$ cat src/rtl/serial_audio_master.sv
module serial_audio_master #(
  parameter int WORD     = 16,
  parameter int DIV_FAST = 8,
  parameter int DIV_SLOW = 16
) (
  input  logic            mclk,
  input  logic            rst,
  input  logic            ratio_sel,
  input  logic            pd_adc,
  input  logic            pd_dac_l,
  input  logic            pd_dac_r,
  input  logic            sdin,
  input  logic [WORD-1:0] adc_word,
  output logic            bclk,
  output logic            fclk,
  output logic            sdout,
  output logic [WORD-1:0] dac_left,
  output logic [WORD-1:0] dac_right,
  output logic            dac_valid
);
  // WORD and both dividers are powers of two
  localparam int SLOTS = 2 * WORD;
  localparam int SW    = $clog2(SLOTS);
  localparam int MW    = $clog2(DIV_SLOW);

  logic             pd_all, run, ratio_q, slot_end, sample_pt, last_slot;
  logic [MW-1:0]    mc, mc_last, mc_mid;
  logic [SW-1:0]    slot;
  logic [WORD-1:0]  adc_hold;
  logic [SLOTS-1:0] dac_sr;

  assign pd_all    = pd_adc & pd_dac_l & pd_dac_r;
  assign run       = ~pd_all & ~rst;
  assign mc_last   = ratio_q ? MW'(DIV_FAST - 1) : MW'(DIV_SLOW - 1);
  assign mc_mid    = ratio_q ? MW'(DIV_FAST / 2 - 1) : MW'(DIV_SLOW / 2 - 1);
  assign slot_end  = (mc == mc_last);
  assign last_slot = (slot == SW'(SLOTS - 1));
  assign sample_pt = run && (mc == mc_mid);

  assign bclk  = run && (mc > mc_mid);
  assign fclk  = run && (slot < SW'(WORD));
  assign sdout = fclk && adc_hold[~slot[SW-2:0]];

  always_ff @(posedge mclk) begin
    if (rst) begin
      mc        <= '0;
      slot      <= '0;
      ratio_q   <= 1'b1;
      dac_valid <= 1'b0;
      dac_left  <= '0;
      dac_right <= '0;
    end else begin
      dac_valid <= 1'b0;
      if (pd_all) begin
        mc      <= '0;
        slot    <= '0;
        ratio_q <= ratio_sel;
      end else begin
        if (slot_end) begin
          mc   <= '0;
          slot <= slot + 1'b1;
        end else begin
          mc <= mc + 1'b1;
        end
        if (sample_pt) begin
          dac_sr <= {dac_sr[SLOTS-2:0], sdin};
          if (last_slot) begin
            dac_left  <= dac_sr[SLOTS-2:WORD-1];
            dac_right <= {dac_sr[WORD-2:0], sdin};
            dac_valid <= 1'b1;
          end
        end
      end
    end
  end

  always_ff @(posedge mclk) begin
    if (!run || (slot_end && last_slot))
      adc_hold <= adc_word;
  end

endmodule


$ cat config.mk
export PLATFORM = sky130hd
export DESIGN_NAME = serial_audio_master
export DESIGN_NICKNAME = d
export VERILOG_FILES = /design/src/rtl/serial_audio_master.sv
export SDC_FILE = /design/constraint.sdc
export NUM_CORES = 1
export LEC_CHECK = 0
export CAP_MARGIN = 10
export CORE_MARGIN = 10
export CORE_UTILIZATION = 50
export DETAILED_ROUTE_END_ITERATION = 10
export DONT_BUFFER_PORTS = 1
export HOLD_SLACK_MARGIN = 0.05
export SYNTH_ARGS = -nofsm -noshare
export SYNTH_HDL_FRONTEND = slang
export SYNTH_SLANG_ARGS = --single-unit
$ cat constraint.sdc
create_clock -name mclk -period 4 [get_ports mclk]
set_input_delay 0.4 -clock mclk [delete_from_list [all_inputs] [get_ports mclk]]
set_output_delay 0.4 -clock mclk [all_outputs]
set_load 0.02 [all_outputs]
==> impl_metrics.ini <==
[drt]
top_layer = met4
drt_iter0_markers = 97
wl_met1_mm = 2.440
wl_met3_um = 581
ant_nets = 0
post_drt_wl_per_cell_um = 16.42
dr.pass1.iters = 4
routed_wirelength_mm = 5.501
avgViaCountPerCell = 5.248
dr_wl_met2_mm = 2.400
vias = 1758
drc_errors = 0

[die]
die_h_um = 100.0
die_w_um = 100.0
core_area_mm2 = 0.006277
std_cell_rows = 29
boundaryPins = 59
die_area_mm2 = 0.01000
start_util = 0.5099

[logic_synthesis]
syn_nets = 283
synth_seq_cells = 90
yosysSeqAreaShare = 0.7099
yosys.area.top_type_share = 0.4410
synthesis.area_mm2 = 0.003201
ys_top_cells_by_area = edfxtp_1, dfxtp_1, nand2_1
yosys_warnings = 0
ys_types = 27
avgSynthCellArea_um2 = 12.50
yosys.area.top_type = edfxtp_1
syn_inst = 256

[clock_tree]
cts_setup_buffers = 0
cts_max_level = 3
cts_tree = built
cts_resized = 0
insertion_delay_ps = 350
cts_sinks = 90
cts_inserted_buffers = 9
clk_pin_slew_worst_paths_ps = 90
cts-root-buf = clkbuf_8
cts_buffer_depth = 2
hold_buffers = 0

[global_route]
antenna_found_initial = 0
grt_max_degree = 35
grt_pass1_wl_mm = 8.666
grt.total_usage = 0.1101
grt-ovfl-total = 0
first_global_vias = 1668

[sta]
rsz0062_at_grt = no
relSlewSlack = 0.5920
worstMarginPinSlew_ps = 612.0
clock_skew_ps = 8.729
fin_crit_sh = 0.6246
period_minus_slack_ps = 2498
hold_viol = 0
clock.fmax_mhz = 400.3
finalWorstSetupSlack_ps = 1502
whs_ps = 105.1
slew_viol_final = 0
tns_ps = 0
setup_viol = 0

[finish]
final_common_cell = nand2_1
n_antenna_cell = 0
post-route-util = 0.5394
syn_to_final_growth_pct = 5.786
fin_nets = 280
drive_above_1_share = 0.09302
fill_cells = 548
layout_common_cells = nand2_1, edfxtp_1, dfxtp_1

[power_and_ir_drop]
p_leak_nw = 1.093
ir_worst_vdd_mv = 0.2398
switching_power_mw = 0.3355
seq_power_share = 0.638
internal-power_mw = 1.229
power.density_mw_per_mm2 = 462.1
clkPwrFrac = 0.343
comb_power_share = 0.019
p_sw_frac = 0.2144

[run]
max_cap_violations = 0

[setup_path]
max_stage_delay_ps = 710
worstPathArrival_ps = 2780
cp_common_cell = ha_1
path_cells = ha_1 > and3_1 > ha_1 > inv_1 > or4_4 > inv_4 > nand2_1 > a21oi_1
critPathRequiredTime_ps = 4280
start_kind = flop
cp_max_fo = 33
crit_type = flop to flop
ff2ff_path_depth = 8
crit_path_end_kind = flop
r2r_setup_slack_ps = 1500
crit_slowest_cell = or4_4

[placed_design]
place_congestion = 0.7618
dpl.hpwl_mm = 3.501
dp_slack_ps = 1478
io_buffers = 0

[outcome]
status = finished, final reports clean

[min_path]
hp-class = primary input to flop
hold_depth = 1
Yosys cell counts:
| cell type | count |
|---|---|
| mux2i_1 | 6 |
| clkbuf_1 | 10 |
| nand3b_1 | 2 |
| o311ai_0 | 1 |
| dfxtp_1 | 43 |
| a21oi_1 | 34 |
| nor2_1 | 7 |
| a31o_4 | 1 |
| xor2_1 | 2 |
| edfxtp_1 | 47 |
| inv_4 | 1 |
| nor3b_1 | 1 |
| nor3_1 | 3 |
| ha_1 | 4 |
| mux2_2 | 2 |
| and4_1 | 1 |
| buf_6 | 5 |
| nand2b_1 | 1 |
| or4_4 | 1 |
| nand3_1 | 6 |
| and3_1 | 3 |
| mux4_2 | 2 |
| o21ai_1 | 1 |
| inv_1 | 2 |
| a21o_1 | 2 |
| nand2_1 | 65 |
| xnor2_1 | 3 |
cell type report:
type / count / area, um2 / share of cell area
Multi-Input combinational cell: 148 / 825.8 / 0.2439
Tap cell: 77 / 96.34 / 0.02846
Clock buffer: 10 / 127.6 / 0.03769
Timing Repair Buffer: 1 / 7.507 / 0.002217
Sequential cell: 90 / 2272 / 0.6711
Inverter: 3 / 13.76 / 0.004065
Clock inverter: 6 / 42.54 / 0.01256
final timing paths:
| path | startpoint | end |
|---|---|---|
| worst min-delay path | rst | dac_left[2] |
| worst max register to register | slot[1] | dac_right[12] |
| worst max-delay path | slot[1] | dac_right[12] |
| worst min register to register | dac_sr[10] | dac_sr[11] |
through the flow:
step           total power, mW  instances  instance area [um2]
2_1_floorplan            1.047        256                 3201
3_3_place_gp             1.049        319                 3216
3_5_place_dp             1.050        319                 3216
4_1_cts                  1.587        335                 3386
5_1_grt                  1.624        335                 3386
6_report                 1.565        335                 3386
state kept, by name (all words and copies together) (netlist names):
name and count:
dac_sr 31, adc_hold 16, dac_left 16, dac_right 16
slot 5, mc 4, dac_valid 1, ratio_q 1
power groups by stage:
stage	clock network [mW]	registers, mW	logic (mW)
2_1_floorplan	0	1.02	0.0296
3_3_place_gp	0	1.02	0.0296
3_5_place_dp	0	1.02	0.0301
4_1_cts	0.558	0.999	0.0302
5_1_grt	0.590	1.00	0.0328
6_report	0.537	0.998	0.0293
cell families after synthesis:
family	count (synthesis)	synth area share
AND/OR/NAND/NOR	90	0.1196
XOR/XNOR	5	0.01369
flip-flops	90	0.7099
adder cells (fa/ha/maj)	4	0.01564
buffers and inverters	18	0.03362
multiplexers	10	0.03987
AO/OA/AOI/OAI	39	0.06763
metal layers:
| layer | vias up | global-route usage |
|---|---|---|
| li1 | 882 | - |
| met3 | 6 | 0.06731 |
| met2 | 38 | 0.1533 |
| met1 | 832 | 0.1329 |
| met5 | - | 0 |
| met4 | 0 | 0.04891 |
worst max-delay path, delay by kind of cell, from the launching register on:
kind | cells | cell delay [ps]
AO/OA/AOI/OAI | 1 | 130
flip-flops | 1 | 520
adder cells (fa/ha/maj) | 2 | 410
buffers and inverters | 2 | 390
AND/OR/NAND/NOR | 3 | 980
Note: power is estimated with default switching activity, not from simulation.
